**src/rtl/sflash_pkg.sv**
```systemverilog
package sflash_pkg;
  typedef struct packed {
    logic cs_n;
    logic sclk;
    logic sdi;
    logic hold_n;
  } pins_t;

  localparam pins_t PINS_IDLE = '{cs_n: 1'b1, sclk: 1'b0, sdi: 1'b0, hold_n: 1'b1};
endpackage

```
**src/rtl/sflash_sync.sv**
```systemverilog
module sflash_sync #(
  parameter int W      = 4,
  parameter int STAGES = 2,
  parameter logic [W-1:0] RST_VAL = '0
) (
  input  logic         clk,
  input  logic         rst,
  input  logic [W-1:0] d,
  output logic [W-1:0] q
);
  logic [STAGES-1:0][W-1:0] st;

  always_ff @(posedge clk) begin
    if (rst) begin
      for (int i = 0; i < STAGES; i++) st[i] <= RST_VAL;
    end else begin
      st[0] <= d;
      for (int i = 1; i < STAGES; i++) st[i] <= st[i-1];
    end
  end

  assign q = st[STAGES-1];
endmodule

```
**src/rtl/sflash_hold.sv**
```systemverilog
module sflash_hold (
  input  logic clk,
  input  logic rst,
  input  logic sel,
  input  logic hold_en,
  input  logic sclk_lvl,
  input  logic hold_lvl,
  output logic held,
  output logic freeze
);
  logic enter_now;

  // Pause starts whenever the pin is low while the clock is low: immediately
  // if the clock is already low, else on the falling edge that lowers it.
  assign enter_now = hold_en & sel & ~sclk_lvl & ~hold_lvl & ~held;
  // The edge that starts or ends a pause is itself swallowed.
  assign freeze    = held | enter_now;

  always_ff @(posedge clk) begin
    if (rst || !sel || !hold_en) held <= 1'b0;
    else if (!sclk_lvl)          held <= ~hold_lvl;
  end
endmodule

```
**src/rtl/sflash_shift.sv**
```systemverilog
module sflash_shift #(
  parameter int W = 8
) (
  input  logic         clk,
  input  logic         rst,
  input  logic         sel,
  input  logic         freeze,
  input  logic         rise,
  input  logic         fall,
  input  logic         sdi,
  input  logic [W-1:0] tx_byte,
  output logic [W-1:0] rx_byte,
  output logic         rx_valid,
  output logic         tx_taken,
  output logic         sdo
);
  localparam int CW = (W > 2) ? $clog2(W) : 1;

  logic [CW-1:0] cnt;
  logic [W-1:0]  rx_sr;
  logic [W-1:0]  tx_sr;

  always_ff @(posedge clk) begin
    rx_valid <= 1'b0;
    tx_taken <= 1'b0;
    if (rst) begin
      cnt     <= '0;
      rx_sr   <= '0;
      tx_sr   <= '0;
      rx_byte <= '0;
    end else if (!sel) begin
      cnt   <= '0;
      rx_sr <= '0;
      tx_sr <= '0;
    end else if (!freeze) begin
      if (rise) begin
        rx_sr <= {rx_sr[W-2:0], sdi};
        if (cnt == CW'(W-1)) begin
          cnt      <= '0;
          rx_byte  <= {rx_sr[W-2:0], sdi};
          rx_valid <= 1'b1;
        end else begin
          cnt <= cnt + CW'(1);
        end
      end
      if (fall) begin
        if (cnt == '0) begin
          tx_sr    <= tx_byte;
          tx_taken <= 1'b1;
        end else begin
          tx_sr <= {tx_sr[W-2:0], 1'b0};
        end
      end
    end
  end

  assign sdo = tx_sr[W-1];
endmodule

```
**src/rtl/sflash_front.sv**
```systemverilog
module sflash_front #(
  parameter int DATA_W      = 8,
  parameter int SYNC_STAGES = 2
) (
  input  logic              clk,
  input  logic              rst,
  input  logic              cs_n,
  input  logic              sclk,
  input  logic              sdi,
  input  logic              hold_n,
  input  logic              quad_en,
  input  logic              tx_en,
  input  logic [DATA_W-1:0] tx_byte,
  output logic              tx_taken,
  output logic [DATA_W-1:0] rx_byte,
  output logic              rx_valid,
  output logic              sdo,
  output logic              sdo_oe,
  output logic              hold_active,
  output logic              lane3
);
  import sflash_pkg::*;

  localparam int PW = $bits(pins_t);

  pins_t raw_pins, s_pins;
  logic  sclk_prev, rise, fall, sel, freeze;

  assign raw_pins = '{cs_n: cs_n, sclk: sclk, sdi: sdi, hold_n: hold_n};

  sflash_sync #(.W(PW), .STAGES(SYNC_STAGES), .RST_VAL(PINS_IDLE)) u_sync (
    .clk(clk), .rst(rst), .d(raw_pins), .q(s_pins)
  );

  always_ff @(posedge clk) begin
    if (rst) sclk_prev <= 1'b0;
    else     sclk_prev <= s_pins.sclk;
  end

  assign sel  = ~s_pins.cs_n;
  assign rise =  s_pins.sclk & ~sclk_prev;
  assign fall = ~s_pins.sclk &  sclk_prev;

  sflash_hold u_hold (
    .clk(clk), .rst(rst), .sel(sel), .hold_en(~quad_en),
    .sclk_lvl(s_pins.sclk), .hold_lvl(s_pins.hold_n),
    .held(hold_active), .freeze(freeze)
  );

  sflash_shift #(.W(DATA_W)) u_shift (
    .clk(clk), .rst(rst), .sel(sel), .freeze(freeze),
    .rise(rise), .fall(fall), .sdi(s_pins.sdi), .tx_byte(tx_byte),
    .rx_byte(rx_byte), .rx_valid(rx_valid), .tx_taken(tx_taken), .sdo(sdo)
  );

  always_ff @(posedge clk) begin
    if (rst) begin
      sdo_oe <= 1'b0;
      lane3  <= 1'b0;
    end else begin
      sdo_oe <= sel & tx_en & ~freeze;
      lane3  <= quad_en & s_pins.hold_n;
    end
  end
endmodule

```
**config.mk**
```make
export PLATFORM = sky130hd
export DESIGN_NAME = sflash_front
export DESIGN_NICKNAME = d
export VERILOG_FILES = /design/src/rtl/sflash_pkg.sv /design/src/rtl/sflash_sync.sv /design/src/rtl/sflash_hold.sv /design/src/rtl/sflash_shift.sv /design/src/rtl/sflash_front.sv
export SDC_FILE = /design/constraint.sdc
export NUM_CORES = 1
export LEC_CHECK = 0
export BUFFER_PORTS_ARGS = -buffer_cell sky130_fd_sc_hd__buf_2
export CELL_PAD_IN_SITES_DETAIL_PLACEMENT = 0
export CELL_PAD_IN_SITES_GLOBAL_PLACEMENT = 1
export CORE_MARGIN = 8
export CORE_UTILIZATION = 40
export CTS_CLUSTER_SIZE = 16
export DETAILED_ROUTE_END_ITERATION = 7
export GPL_TIMING_DRIVEN = 0
export PLACE_DENSITY_LB_ADDON = 0.1
export SYNTH_ARGS = -nofsm -noshare
export SYNTH_HDL_FRONTEND = slang
export SYNTH_HIERARCHICAL = 1
export SYNTH_SLANG_ARGS = --single-unit
```
**constraint.sdc**
```tcl
create_clock -name clk -period 2 [get_ports clk]
set_input_delay 0 -clock clk [delete_from_list [all_inputs] [get_ports clk]]
set_output_delay 0 -clock clk [all_outputs]
set_load 0.02 [all_outputs]
```
==> impl_summary.log <==
INFO  metric grt_max_degree = 15
INFO  metric yosysWarnings = 6
INFO  metric maxCapViolations = 0
INFO  metric antenna_found_initial = 0
INFO  metric dieArea = 0.006076 mm2
INFO  metric total_routing_usage_reported_by_global_routing = 10.35%
INFO  metric postRouteWirelength = 2.911 mm
INFO  metric netlist.area_leader.share = 52.16%
INFO  metric power.density_cell_area = 893.2 mW/mm2
INFO  metric critical_path_s_slowest_cell = o21bai_1
INFO  metric yosys-mux-area-fraction = 5.216%
INFO  metric worst-r2r-setup-slack = 0.20 ns
INFO  metric slew_viol_final = 0
INFO  metric postSynthAreaPerCell = 9.778 um2
INFO  metric clock_skew = 0.005190 ns
INFO  metric outcome = finished clean
INFO  metric final_core_utilization = 53.93%
INFO  metric synthesis.instances = 157
INFO  metric place.gp.congestion = 0.7365
INFO  metric dp_hpwl = 2.086 mm
INFO  metric fp.dieW = 77.95 um
INFO  metric grt_setup_unrepaired = no
INFO  metric worst_setup_path_start_kind = register
INFO  metric fmax = 555.9 MHz
INFO  metric path_class = reg2reg
INFO  metric timing.reg2reg.worst_path_depth = 7
INFO  metric p_leak = 0.8583 nW
INFO  metric ys_seq_area_share = 52.16%
INFO  metric timing.critical_path.buf_inv = 2
INFO  metric nFillCells = 364
INFO  metric worst_setup_hold_path_clk_slew = 0.07 ns
INFO  metric required = 2.18 ns
INFO  metric cts_resized = 0
INFO  metric crit_arrival = 1.98 ns
INFO  metric path_delay_family = compound AO/OA/AOI/OAI gates
INFO  metric post-route-min-period = 1.799 ns
INFO  metric synth_simple_gate_area_share = 21.11%
INFO  metric timing.critical_path.slowest_cell_delay = 0.37 ns
INFO  metric crit-reg2reg-capture = u_shift/tx_sr[0]$_SDFFE_PP0P_
INFO  metric core-area = 0.003689 mm2
INFO  metric die-height = 77.95 um
INFO  metric detailroute.via_count = 1138
INFO  metric cts_buffer_depth = 2
INFO  metric diodes = 0
INFO  metric end_kind = register
INFO  metric numCtsBuffers = 5
INFO  metric layout_common_cells = 40 x dfxtp_1, 35 x nand2_1, 33 x buf_2
INFO  metric source_to_sink_clock_delay_at_the_later_pin_of_the_worst_skew_pair = 0.29 ns
INFO  metric remaining_drc_errors = 0
INFO  metric htreeDepth = 2
INFO  metric hold-path-cell-count = 3
INFO  metric setup_violations = 0
INFO  metric viasPerCell = 4.534
INFO  metric number_of_nets_in_the_synthesized_netlist = 177
INFO  metric clock_tree.root_cell = clkbuf_8
INFO  metric finalCritPeriodShare = 89.94%
INFO  metric slew_headroom = 71.19%
INFO  metric firstDrtPassIters = 4
INFO  metric holdCritStartpoint = tx_byte[3]
INFO  metric reg2reg_from = u_sync/q[2]$_SDFF_PP0_
INFO  metric floorplan.io_pins = 30
INFO  metric row_count = 22
INFO  metric crit_path_cell_trace = buf_4, or2_1, o21bai_1, nand4bb_1, buf_6, nor3b_4, a22o_1
INFO  metric synthDistinctLibCells = 27
INFO  metric cts_num_sinks = 40
INFO  metric synth_top_area_cell = dfxtp_1
INFO  metric area.growth.synth_to_final = 29.58%
INFO  metric syn-cell-area = 0.001535 mm2
INFO  metric synth_compound_area_share = 11.98%
INFO  metric worst_pin_slew = 0.4312 ns
INFO  metric ys_seq_elements = 40
INFO  metric ant_nets = 0
INFO  metric count_of_buffers_from_port_buffering = 29
INFO  metric synth_xor_area_share = 0%
INFO  metric yosys.area_share.adder = 3.260%
INFO  metric layout.cells.most_common = dfxtp_1
INFO  metric timing_hold_violations_final = 0
INFO  metric timing.critical_path.fanout_max = 8
INFO  metric floorplan.initialDensity = 41.62%
INFO  metric grt_first_pass_wirelength = 5.037 mm
INFO  metric ys_top_cells_by_area = dfxtp_1 52%, nand2_1 8.6%, a21oi_1 5.5%, mux2i_1 5.2%, o2bb2ai_1 4.0%
INFO  metric vias_in_the_first_global_route = 1170
INFO  metric wl_per_cell = 11.60 um
INFO  metric whs_endpoint = u_shift/tx_sr[3]$_SDFFE_PP0P_
INFO  metric cts_tree = yes
INFO  metric grt_ovf = 0
INFO  metric path_category_of_the_worst_min_delay_check = in2reg
INFO  metric drive_above_1_share = 25.62%
INFO  metric dr.first_iter.drc_count = 31
INFO  metric dominant_combinational_cell_family_by_area_after_synthesis = simple AND/OR/NAND/NOR gates
INFO  metric finalSetupTns = 0 ns
INFO  metric nNetsFinal = 222
INFO  metric irDropWorstVdd = 0.0004789 V
-- synthesized netlist by cell type, drive strengths merged --
master	count
a22o	1
and3b	1
a211oi	1
nor3b	1
nor2b	8
a21oi	18
nor4b	1
mux2i	8
clkbuf	1
dfxtp	40
nand3b	1
nand2	35
buf	10
and2b	1
inv	5
nand2b	2
nor2	3
or2	5
and4b	1
nand4bb	1
o2bb2ai	7
ha	4
nand4b	1
o21bai	1
-- cell type report --
class / count / area [um2] / share of cell area (%)
clock buffers: 5 / 68.82 / 3.459
multi-input cells: 101 / 638.1 / 32.08
inverters: 5 / 18.77 / 0.9434
repair buffers: 38 / 235.2 / 11.82
flip-flops and latches: 40 / 800.8 / 40.25
clock inverters: 3 / 90.09 / 4.528
well taps: 48 / 60.06 / 3.019
plain buffers: 11 / 77.57 / 3.899
-- worst max-delay path by stage --
| stage | startpoint | slack (ns) | to | depth (start not counted) |
|---|---|---|---|---|
| 2_1_floorplan | u_sync/q[2]$_SDFF_PP0_ | 0.38 | u_shift/tx_sr[0]$_SDFFE_PP0P_ | 7 |
| 3_3_place_gp | u_sync/q[2]$_SDFF_PP0_ | 0.24 | u_shift/tx_sr[0]$_SDFFE_PP0P_ | 7 |
| 3_5_place_dp | u_sync/q[2]$_SDFF_PP0_ | 0.18 | u_shift/tx_sr[0]$_SDFFE_PP0P_ | 7 |
| 4_1_cts | u_sync/q[2]$_SDFF_PP0_ | 0.18 | u_shift/tx_sr[0]$_SDFFE_PP0P_ | 7 |
| 5_1_grt | u_sync/q[3]$_SDFF_PP1_ | 0.003 | u_shift/rx_byte[3]$_SDFFE_PP0P_ | 7 |
| 6_report | u_sync/q[2]$_SDFF_PP0_ | 0.20 | u_shift/tx_sr[0]$_SDFFE_PP0P_ | 7 |
-- worst min-delay path: cells and delay by family --
kind / cells / cell delay [ns]
AO/OA/AOI/OAI: 1 / 0.13
multiplexers: 1 / 0.05
buffers and inverters: 1 / 0.07
-- kinds of logic (layout without fill, tap and decap cells) --
kind of cell	Yosys count	in the layout
multiplexers	8	8
flip-flops	40	40
AND/OR/NAND/NOR	61	61
buffers and inverters	16	62
adder cells (fa/ha/maj)	4	4
AO/OA/AOI/OAI	28	28
-- power breakdown --
| group | switching (mW) | internal [mW] |
|---|---|---|
| Clock | 0.269 | 0.624 |
| Sequential | 0.00244 | 0.806 |
| Combinational | 0.0335 | 0.0425 |
-- registers in the layout (all words and copies together) (netlist names) --
signal,count
u_shift/tx_taken,1
u_shift/rx_byte,8
u_hold/held,1
sclk_prev,1
u_shift/rx_valid,1
sdo_oe,1
u_shift/rx_sr,7
u_sync/st,4
u_sync/q,4
u_shift/tx_sr,8
u_shift/cnt,3
lane3,1
-- metal layers --
layer / GRT usage, % / vias up / share of wire [%]
met5: 0 / - / 0
met4: 5.000 / 0 / 1.2
met3: 4.608 / 2 / 4.3
met2: 18.05 / 17 / 50
met1: 10.28 / 514 / 45
li1: - / 605 / -
-- through the flow --
stage,worst slack [ns],total power [mW],hold slack (ns),instance area (um2),cells
floorplan,0.3807,0.8637,0.07161,1535,157
global placement,0.2433,0.8884,0.1760,1740,234
detailed placement,0.1795,0.8912,0.1826,1740,234
CTS,0.1755,1.801,0.004324,1989,251
global route,0.003320,1.843,0.01419,1989,251
finish,0.2011,1.777,0.002660,1989,251
-- what timing repair did --
item,CTS,global route
buffers inserted,0,0
hold endpoints to repair,9,0
hold buffers,9,0
(Power assumes the default switching activity.)
